==> src/rtl/mcap_pkg.sv <==
package mcap_pkg;
  typedef enum logic [1:0] {
    EDGE_OFF  = 2'd0,
    EDGE_RISE = 2'd1,
    EDGE_FALL = 2'd2,
    EDGE_ANY  = 2'd3
  } edge_mode_e;

  localparam int ADDR_CTRL  = 0;
  localparam int ADDR_STAT  = 1;
  localparam int ADDR_CNT   = 2;
  localparam int ADDR_CFG0  = 4;
  localparam int ADDR_MEAS0 = 8;
  localparam int IE_BIT     = 15;
endpackage

==> src/rtl/mcap_tick_gen.sv <==
module mcap_tick_gen #(
  parameter int SYNC_STAGES = 2
) (
  input  logic clk_i,
  input  logic rst_ni,
  input  logic ext_sel_i,
  input  logic ext_clk_i,
  output logic tick_o
);
  logic                   div_q;
  logic [SYNC_STAGES-1:0] ext_sync_q;
  logic                   ext_prev_q;
  logic                   ext_rise;

  always_ff @(posedge clk_i or negedge rst_ni) begin
    if (!rst_ni) begin
      div_q      <= 1'b0;
      ext_sync_q <= '0;
      ext_prev_q <= 1'b0;
    end else begin
      div_q      <= ~div_q;
      ext_sync_q <= {ext_sync_q[SYNC_STAGES-2:0], ext_clk_i};
      ext_prev_q <= ext_sync_q[SYNC_STAGES-1];
    end
  end

  assign ext_rise = ext_sync_q[SYNC_STAGES-1] & ~ext_prev_q;
  assign tick_o   = ext_sel_i ? ext_rise : div_q;
endmodule

==> src/rtl/mcap_counter.sv <==
module mcap_counter #(
  parameter int CNT_W = 32
) (
  input  logic             clk_i,
  input  logic             rst_ni,
  input  logic             tick_i,
  input  logic             ovf_clr_i,
  output logic [CNT_W-1:0] cnt_o,
  output logic             ovf_o
);
  logic [CNT_W-1:0] cnt_q;
  logic             ovf_q;
  logic             wrap;

  assign wrap = tick_i & (cnt_q == '1);

  always_ff @(posedge clk_i or negedge rst_ni) begin
    if (!rst_ni) begin
      cnt_q <= '0;
      ovf_q <= 1'b0;
    end else begin
      if (tick_i) cnt_q <= cnt_q + 1'b1;
      if (wrap) ovf_q <= 1'b1;
      else if (ovf_clr_i) ovf_q <= 1'b0;
    end
  end

  assign cnt_o = cnt_q;
  assign ovf_o = ovf_q;
endmodule

==> src/rtl/mcap_channel.sv <==
module mcap_channel
  import mcap_pkg::*;
#(
  parameter int CNT_W = 32,
  parameter int EVT_W = 4,
  parameter int SRC_W = 3
) (
  input  logic             clk_i,
  input  logic             rst_ni,
  input  logic             pin_i,
  input  logic [EVT_W-1:0] evt_i,
  input  logic [SRC_W-1:0] src_i,
  input  edge_mode_e       mode_i,
  input  logic [CNT_W-1:0] cnt_i,
  input  logic             flag_clr_i,
  output logic [CNT_W-1:0] meas_o,
  output logic             flag_o
);
  logic             trig_raw;
  logic [2:0]       sh_q;  // [0],[1] synchronizer, [2] previous level
  logic             rise, fall, hit;
  logic [CNT_W-1:0] meas_q;
  logic             flag_q;

  always_comb begin
    trig_raw = 1'b0;
    if (src_i == '0) trig_raw = pin_i;
    for (int k = 0; k < EVT_W; k++) begin
      if (src_i == SRC_W'(k + 1)) trig_raw = evt_i[k];
    end
  end

  assign rise = sh_q[1] & ~sh_q[2];
  assign fall = ~sh_q[1] & sh_q[2];

  always_comb begin
    case (mode_i)
      EDGE_RISE: hit = rise;
      EDGE_FALL: hit = fall;
      EDGE_ANY:  hit = rise | fall;
      default:   hit = 1'b0;
    endcase
  end

  always_ff @(posedge clk_i or negedge rst_ni) begin
    if (!rst_ni) begin
      sh_q   <= '0;
      meas_q <= '0;
      flag_q <= 1'b0;
    end else begin
      sh_q <= {sh_q[1:0], trig_raw};
      if (hit) meas_q <= cnt_i;
      if (hit) flag_q <= 1'b1;
      else if (flag_clr_i) flag_q <= 1'b0;
    end
  end

  assign meas_o = meas_q;
  assign flag_o = flag_q;
endmodule

==> src/rtl/mcap_timer.sv <==
module mcap_timer
  import mcap_pkg::*;
#(
  parameter int CNT_W  = 32,
  parameter int N_CH   = 4,
  parameter int EVT_W  = 4,
  parameter int DATA_W = 32,
  parameter int ADDR_W = 4
) (
  input  logic              clk_i,
  input  logic              rst_ni,
  input  logic              ext_clk_i,
  input  logic [N_CH-1:0]   cap_pin_i,
  input  logic [EVT_W-1:0]  evt_i,
  input  logic              reg_we_i,
  input  logic [ADDR_W-1:0] reg_addr_i,
  input  logic [DATA_W-1:0] reg_wdata_i,
  output logic [DATA_W-1:0] reg_rdata_o,
  output logic              irq_o
);
  localparam int SRC_W = $clog2(EVT_W + 1);

  logic                  clk_sel_q;
  edge_mode_e            mode_q [N_CH];
  logic [SRC_W-1:0]      src_q  [N_CH];
  logic [N_CH-1:0]       ie_vec;
  logic [N_CH-1:0]       cap_flag;
  logic [N_CH-1:0]       flag_clr;
  logic [CNT_W-1:0]      meas   [N_CH];
  logic [N_CH*CNT_W-1:0] meas_flat;
  logic [CNT_W-1:0]      cnt;
  logic                  ovf;
  logic                  ovf_clr;
  logic                  tick;
  logic                  stat_wr;
  logic                  unused_wdata;

  assign unused_wdata = ^reg_wdata_i;
  assign stat_wr = reg_we_i && (reg_addr_i == ADDR_W'(ADDR_STAT));
  assign ovf_clr = stat_wr && reg_wdata_i[N_CH];

  always_ff @(posedge clk_i or negedge rst_ni) begin
    if (!rst_ni) clk_sel_q <= 1'b0;
    else if (reg_we_i && (reg_addr_i == ADDR_W'(ADDR_CTRL))) clk_sel_q <= reg_wdata_i[0];
  end

  mcap_tick_gen #(.SYNC_STAGES(2)) u_tick (
    .clk_i     (clk_i),
    .rst_ni    (rst_ni),
    .ext_sel_i (clk_sel_q),
    .ext_clk_i (ext_clk_i),
    .tick_o    (tick)
  );

  mcap_counter #(.CNT_W(CNT_W)) u_cnt (
    .clk_i     (clk_i),
    .rst_ni    (rst_ni),
    .tick_i    (tick),
    .ovf_clr_i (ovf_clr),
    .cnt_o     (cnt),
    .ovf_o     (ovf)
  );

  for (genvar c = 0; c < N_CH; c++) begin : g_ch
    logic cfg_wr;
    assign cfg_wr      = reg_we_i && (reg_addr_i == ADDR_W'(ADDR_CFG0 + c));
    assign flag_clr[c] = stat_wr && reg_wdata_i[c];

    always_ff @(posedge clk_i or negedge rst_ni) begin
      if (!rst_ni) begin
        mode_q[c] <= EDGE_OFF;
        src_q[c]  <= '0;
        ie_vec[c] <= 1'b0;
      end else if (cfg_wr) begin
        mode_q[c] <= edge_mode_e'(reg_wdata_i[1:0]);
        src_q[c]  <= reg_wdata_i[2 +: SRC_W];
        ie_vec[c] <= reg_wdata_i[IE_BIT];
      end
    end

    mcap_channel #(.CNT_W(CNT_W), .EVT_W(EVT_W), .SRC_W(SRC_W)) u_ch (
      .clk_i      (clk_i),
      .rst_ni     (rst_ni),
      .pin_i      (cap_pin_i[c]),
      .evt_i      (evt_i),
      .src_i      (src_q[c]),
      .mode_i     (mode_q[c]),
      .cnt_i      (cnt),
      .flag_clr_i (flag_clr[c]),
      .meas_o     (meas[c]),
      .flag_o     (cap_flag[c])
    );

    assign meas_flat[c*CNT_W +: CNT_W] = meas[c];
  end

  always_comb begin
    reg_rdata_o = '0;
    if (reg_addr_i == ADDR_W'(ADDR_CTRL)) reg_rdata_o[0] = clk_sel_q;
    if (reg_addr_i == ADDR_W'(ADDR_STAT)) begin
      reg_rdata_o[N_CH-1:0] = cap_flag;
      reg_rdata_o[N_CH]     = ovf;
    end
    if (reg_addr_i == ADDR_W'(ADDR_CNT)) reg_rdata_o = DATA_W'(cnt);
    for (int c = 0; c < N_CH; c++) begin
      if (reg_addr_i == ADDR_W'(ADDR_CFG0 + c)) begin
        reg_rdata_o[1:0]        = mode_q[c];
        reg_rdata_o[2 +: SRC_W] = src_q[c];
        reg_rdata_o[IE_BIT]     = ie_vec[c];
      end
      if (reg_addr_i == ADDR_W'(ADDR_MEAS0 + c)) reg_rdata_o = DATA_W'(meas[c]);
    end
  end

  assign irq_o = |(cap_flag & ie_vec);
endmodule

==> config.mk <==
export PLATFORM = sky130hd
export DESIGN_NAME = mcap_timer
export DESIGN_NICKNAME = d
export VERILOG_FILES = /design/src/rtl/mcap_pkg.sv /design/src/rtl/mcap_tick_gen.sv /design/src/rtl/mcap_counter.sv /design/src/rtl/mcap_channel.sv /design/src/rtl/mcap_timer.sv
export SDC_FILE = /design/constraint.sdc
export NUM_CORES = 1
export LEC_CHECK = 0
export ABC_AREA = 1
export BUFFER_PORTS_ARGS = -buffer_cell sky130_fd_sc_hd__buf_2
export CAP_MARGIN = 40
export CORE_ASPECT_RATIO = 1.1
export CORE_UTILIZATION = 30
export CTS_BUF_LIST = sky130_fd_sc_hd__clkbuf_8
export DETAILED_ROUTE_END_ITERATION = 10
export PLACE_DENSITY = 0.48
export REMOVE_ABC_BUFFERS = 1
export SYNTH_ARGS = -nofsm -noshare
export SYNTH_HDL_FRONTEND = slang
export SYNTH_HIERARCHICAL = 1
export SYNTH_SLANG_ARGS = --single-unit
==> constraint.sdc <==
create_clock -name clk_i -period 1.55 [get_ports clk_i]
set_input_delay 0.155 -clock clk_i [delete_from_list [all_inputs] [get_ports clk_i]]
set_output_delay 0.155 -clock clk_i [all_outputs]
set_load 0.01 [all_outputs]
Yosys cells after proc, flatten, opt, wreduce, memory -nomap -nowiden
Index checks and enable logic that the tools add are counted. W data, S select, Z words.

Bitwise gates (word level): 25. $lt $le $gt $ge: 0. Reductions and logical operators: 22. Shift operators: 0. Add/sub/neg operators: 1. Multiply operators: 0. Equal/unequal tests: 39. Div/mod/pow operators: 0. Mux-type cells: 50.

Operators by type and width (number): $mux W32 (5); $mux W1 (36); $add A32 B1 Y32 const B (1); $eq A32 B32 Y1 const B (1); $mux W5 (5); $eq A3 B2 Y1 const B (8); $eq A2 B2 Y1 const B (8); $eq A4 B3 Y1 const B (4); $eq A4 B4 Y1 const B (4); $eq A3 B1 Y1 const B (4); $eq A3 B3 Y1 const B (4); $logic_not A3 Y1 (4); $pmux W1 S3 (4); $logic_and A1 B1 Y1 (11); $and A1 B1 Y1 (10); $not A1 Y1 (10); $reduce_bool A2 Y1 (5); $eq A2 B1 Y1 const B (4); $and A4 B4 Y4 (1); $eq A4 B1 Y1 const B (1); $eq A4 B2 Y1 const B (1); $logic_not A4 Y1 (1); $or A1 B1 Y1 (4); $reduce_or A4 Y1 (1).

Input bits: 48. Bits in writable memories: 0. Output and inout port bits: 33. Memories kept: 0. Word-level logic and storage cells: 167. Latch bits: 0. Flip-flop bits (word level): 206. Memory bits (read-only): 0.

Longest topological paths before layout
Word-level depth: 12. Gate-level depth with buffers: 11. Depth with buffers taken out: 11.

Cells and area by module
The synthesis kept the hierarchy.

By module, submodules not included: mcap_channel (cells an instance 174, times used 4, seq. area each 900.9 sq um, area each 1521.5 sq um); mcap_timer (cells an instance 415, times used 1, seq. area each 625.6 sq um, area each 2333.5 sq um); mcap_counter (cells an instance 274, times used 1, seq. area each 825.8 sq um, area each 1974.4 sq um); mcap_tick_gen (cells an instance 10, times used 1, seq. area each 100.1 sq um, area each 123.9 sq um).

Worst setup path after synthesis
OpenSTA, ideal clock, no wires.

Path type: reg2reg. Start point: register u_cnt.cnt_q[0], in the netlist u_cnt/cnt_o[0]. End point: register u_cnt.cnt_q[26], in the netlist u_cnt/cnt_o[26]. Arrival time: 1.250 ns. Cell stages (with the launch flop): 9. Path buffers: 0. Library setup time: 0.117 ns. Slack: 0.183 ns. Path through: dfrtp_1 ha_1 nand3_1 nor2_4 nand3_1 inv_2 nand2_1 nand2_1 nand2_1.

Cells in the longest elaborated chain, start to end: 1.

Ends and longest elaborated chain: from (decl) (line mcap_counter.sv:11) `logic [CNT_W-1:0] cnt_q;`; from (signal assigned) (line mcap_counter.sv:22) `if (tick_i) cnt_q <= cnt_q + 1'b1;`; $add A32 B1 Y32 (line mcap_counter.sv:22).

Every way passes these cells. A chain may end at the register's enable or synchronous reset.

Worst setup path in the final report
Start point: register u_cnt.cnt_q[0], in the netlist u_cnt/cnt_o[0]. End point: output port reg_rdata_o[0].

Cells in the longest elaborated chain, start to end: 9.

Ends and longest elaborated chain: $mux W32 (line mcap_timer.sv:104) `if (reg_addr_i == ADDR_W'(ADDR_CNT)) reg_rdata_o = DATA_W'(cnt);`; $mux W5 (line mcap_timer.sv:106) `if (reg_addr_i == ADDR_W'(ADDR_CFG0 + c)) begin`; $mux W32 (line mcap_timer.sv:111) `if (reg_addr_i == ADDR_W'(ADDR_MEAS0 + c)) reg_rdata_o = DATA_W'(meas[c]);`; $mux W5 (line mcap_timer.sv:106); $mux W32 (line mcap_timer.sv:111); $mux W5 (line mcap_timer.sv:106); $mux W32 (line mcap_timer.sv:111); $mux W5 (line mcap_timer.sv:106); $mux W32 (line mcap_timer.sv:111); to (decl) (line mcap_timer.sv:18) `output logic [DATA_W-1:0] reg_rdata_o,`.

Every way passes these cells.

==> impl_metrics.csv <==
group,metric,value,unit
synth,ys_seq_area_frac,0.4901,
routing,postRouteWirelength,34700,um
floorplanning,dieArea,35810,sq um
sta,max_freq,0.4962,GHz
setup_path,crit_path_end_kind,"output port",
global_routing,grt_pass1_wl,53770,um
clock_tree,clock-sinks,206,
synth,netlist.area_leader.share,0.4901,
setup_path,rrSetupSlack,-0.07,ns
clock_tree,cts_root_buffer,"clkbuf_8",
run_status,status,"finished with violations",
floorplanning,io_pins,81,
floorplanning,fp.dieH,198.4,um
synth,async_flop_share,1.000,
synth,synth_area_leaders,"dfrtp_1 (49%), nand2_1 (25%), inv_1 (4.0%)",
sta,tightest_slew,0.5092,ns
setup_path,regToRegStartpoint,"clk_sel_q$_DFFE_PN0P_",
pwr,p_per_area,1148,nW/um^2
sta,period_share,1.300,
setup_path,worstPathArrival,1.86,ns
pwr,leakage,7.678,nW
clock_tree,clk_latency,0.55,ns
setup_path,crit_type,"flop to output port",
sta,fin_skew,0.02415,ns
floorplanning,fp.dieW,180.5,um
setup_path,r2r_end,"u_cnt/cnt_o[28]$_DFFE_PN0P_",
sta,setup_viol,19,
routing,vias,9690,
global_routing,first_global_vias,9688,
synth,ys_seq_elements,206,
sta,fin_ws,-0.4652,ns
place,place_hpwl,21640,um
sta,fin_tns_setup,-2.240,ns
synth,synth_top_area_cell,"dfrtp_1",
global_routing,grt_use_total,0.1920,
routing,ant_nets,0,
clock_tree,htree_levels,2,
floorplanning,core_area,34380,sq um
synth,syn_inst,1395,
final_layout,fin_nets,1698,
run_status,violations,"setup timing",
place,port_buffers,54,
pwr,total_power,0.01665,W
routing,vias_per_cell,4.599,
hold_path,min-delay-start,"reg_wdata_i[1]",
final_layout,syn_to_final_growth,37.88,%
sta,whs,0.007102,ns
hold_path,whs_path_depth,3,
clock_tree,clk_path_buf_depth,3,
sta,finalHoldViolations,0,
synth,synth_cell_type_count,27,
routing,drc,0,
floorplanning,num_rows,71,
synth,synth_edf_count,0,
final_layout,drive_gt1_frac,0.3056,
sta,relSlewSlack,0.6605,
pwr,ir_worst_vdd,0.5117,mV
global_routing,grt_max_degree,56,
final_layout,antenna_cells,0,
hold_path,hold_path_end,"mode_q[7]$_DFFE_PN0P_",
setup_path,startpoint_type,"flop",
synth,synthTopCellsByCount,"nand2_1 (694), dfrtp_1 (206), inv_1 (113)",
setup_path,ff2ff_path_depth,12,
place,gp_congestion,0.8607,
sta,maxSlewViolCount,0,
clock_tree,cts_made_buffers,41,
clock_tree,cts_tree,"built",
synth,synth_area_per_cell,7.539,sq um
floorplanning,start_util,0.3059,
hold_path,hp-class,"primary input to flop",
sta,rsz0062_at_grt,"yes",
setup_path,cp.required,1.39,ns
synth,yosys_warnings,6,
sta,period_needed,2.015,ns
synth,synth_ff_type,"dfrtp_1",
job,maxCapViolations,0,
synth,synth_most_common_cell,"nand2_1",
global_routing,antenna_found_initial,0,
clock_tree,cts.reportedPaths.clkPinSlew,0.05,ns
routing,post_drt_wl_per_cell,16.47,um
routing,drt-pass1-iter-count,5,
routing,initialDrtViolationCount,588,
synth,netlist_area,10520,sq um
global_routing,overflow,0,
setup_path,crit_fanout,2,
worst max-delay path by stage:
| stage | cells past startpoint | slack (ns) | endpoint | from |
|---|---|---|---|---|
| global placement | 8 | -0.15 | reg_rdata_o[30] | reg_addr_i[2] |
| floorplan | 6 | -0.45 | reg_rdata_o[16] | reg_addr_i[2] |
| CTS | 8 | -0.55 | reg_rdata_o[0] | u_cnt/cnt_o[0]$_DFFE_PN0P_ |
| detailed placement | 9 | -0.15 | reg_rdata_o[11] | reg_addr_i[2] |
| global route | 8 | -0.61 | reg_rdata_o[0] | u_cnt/cnt_o[0]$_DFFE_PN0P_ |
| finish | 8 | -0.47 | reg_rdata_o[0] | u_cnt/cnt_o[0]$_DFFE_PN0P_ |
metrics by stage:
step                        util  cells  area (sq um)  setup slack, ns
after floorplan                -   1350         10140          -0.4494
after global placement    0.3510   1946         12070          -0.1499
after detailed placement  0.3510   1946         12070          -0.1492
after CTS                 0.4008   2080         13780          -0.5509
after global routing      0.4218   2107         14500          -0.6107
final                     0.4218   2107         14500          -0.4652
layer usage:
layer | global-route usage | wire length, um | share of wire | vias to the layer above
li1 | - | - | - | 4816
met3 | 0.03167 | 1439 | 0.041 | 46
met4 | 0.04558 | 488 | 0.014 | 0
met2 | 0.3299 | 16860 | 0.49 | 178
met5 | 0 | 0 | 0 | -
met1 | 0.2523 | 15910 | 0.46 | 4650
area by class of cell:
type                    count  area [sq um]
clock buffers              55         757.0
clock inverters            16         92.59
fillers                  3454         19880
inverters                 119         455.4
multi-input cells        1025          5145
flip-flops and latches    206          5177
well taps                 438         548.0
repair buffers            248          2326
logic make-up (layout without fill, tap and decap cells):
logic type / Yosys count / in the layout / share of synthesized area
simple gates: 930 / 930 / 0.3696
xor+xnor: 12 / 12 / 0.009993
flops: 206 / 206 / 0.4901
fa+ha+maj: 9 / 9 / 0.01071
compound gates: 74 / 74 / 0.04080
buf+inv: 164 / 438 / 0.07875
registers in the layout, indices dropped and copies added (netlist names):
register,cells
u_tick/div_q,1
u_tick/ext_sync_q,2
g_ch.u_ch/flag_o,4
g_ch.u_ch/sh_q,12
u_cnt/cnt_o,32
g_ch.u_ch/meas_o,128
u_cnt/ovf_o,1
ie_vec,4
clk_sel_q,1
src_q,12
u_tick/ext_prev_q,1
mode_q,8
placed cells by master, fill, tap and decap left out, types with 2 or more instances in the layout:
master / n
nor2_2: 16
dlygate4sd3_1: 8
nor2_4: 16
nor2_1: 62
inv_1: 114
nand3_2: 21
dfrtp_1: 188
xor2_1: 8
clkbuf_8: 55
buf_12: 26
inv_2: 15
xnor2_1: 4
inv_4: 2
o21ai_1: 8
nand2_2: 67
clkbuf_16: 4
a21oi_2: 22
buf_6: 31
nand3_4: 5
o21ai_0: 26
dfrtp_2: 18
ha_4: 2
ha_1: 7
buf_4: 123
buf_2: 50
nand3b_1: 12
nand3_1: 49
nand4_1: 21
a41oi_2: 15
nand2_4: 9
nand2_1: 648
buf_8: 5
power by group:
group          internal, W  switching, W  leakage [nW]
Clock              0.00331       0.00241         0.487
Sequential         0.00596      0.000462          2.74
Combinational      0.00185       0.00267          4.45
critical path: stages, from the launching register on:
cell     delay (ns)
dfrtp_1        0.39
buf_6          0.13
nand3_2        0.06
nand3_2        0.07
nor2_2         0.11
nand4_1        0.11
nor2_1         0.11
nand4_1        0.16
buf_2          0.18
timing repair:
action	CTS	global route
endpoints found under the hold margin	192	0
buffers inserted	68	31
gates cloned	0	5
endpoints found under the setup margin	35	95
pin swaps	60	77
hold buffers	8	0
gates resized for setup	104	125
No activity file was read; power rests on OpenSTA's default activity.
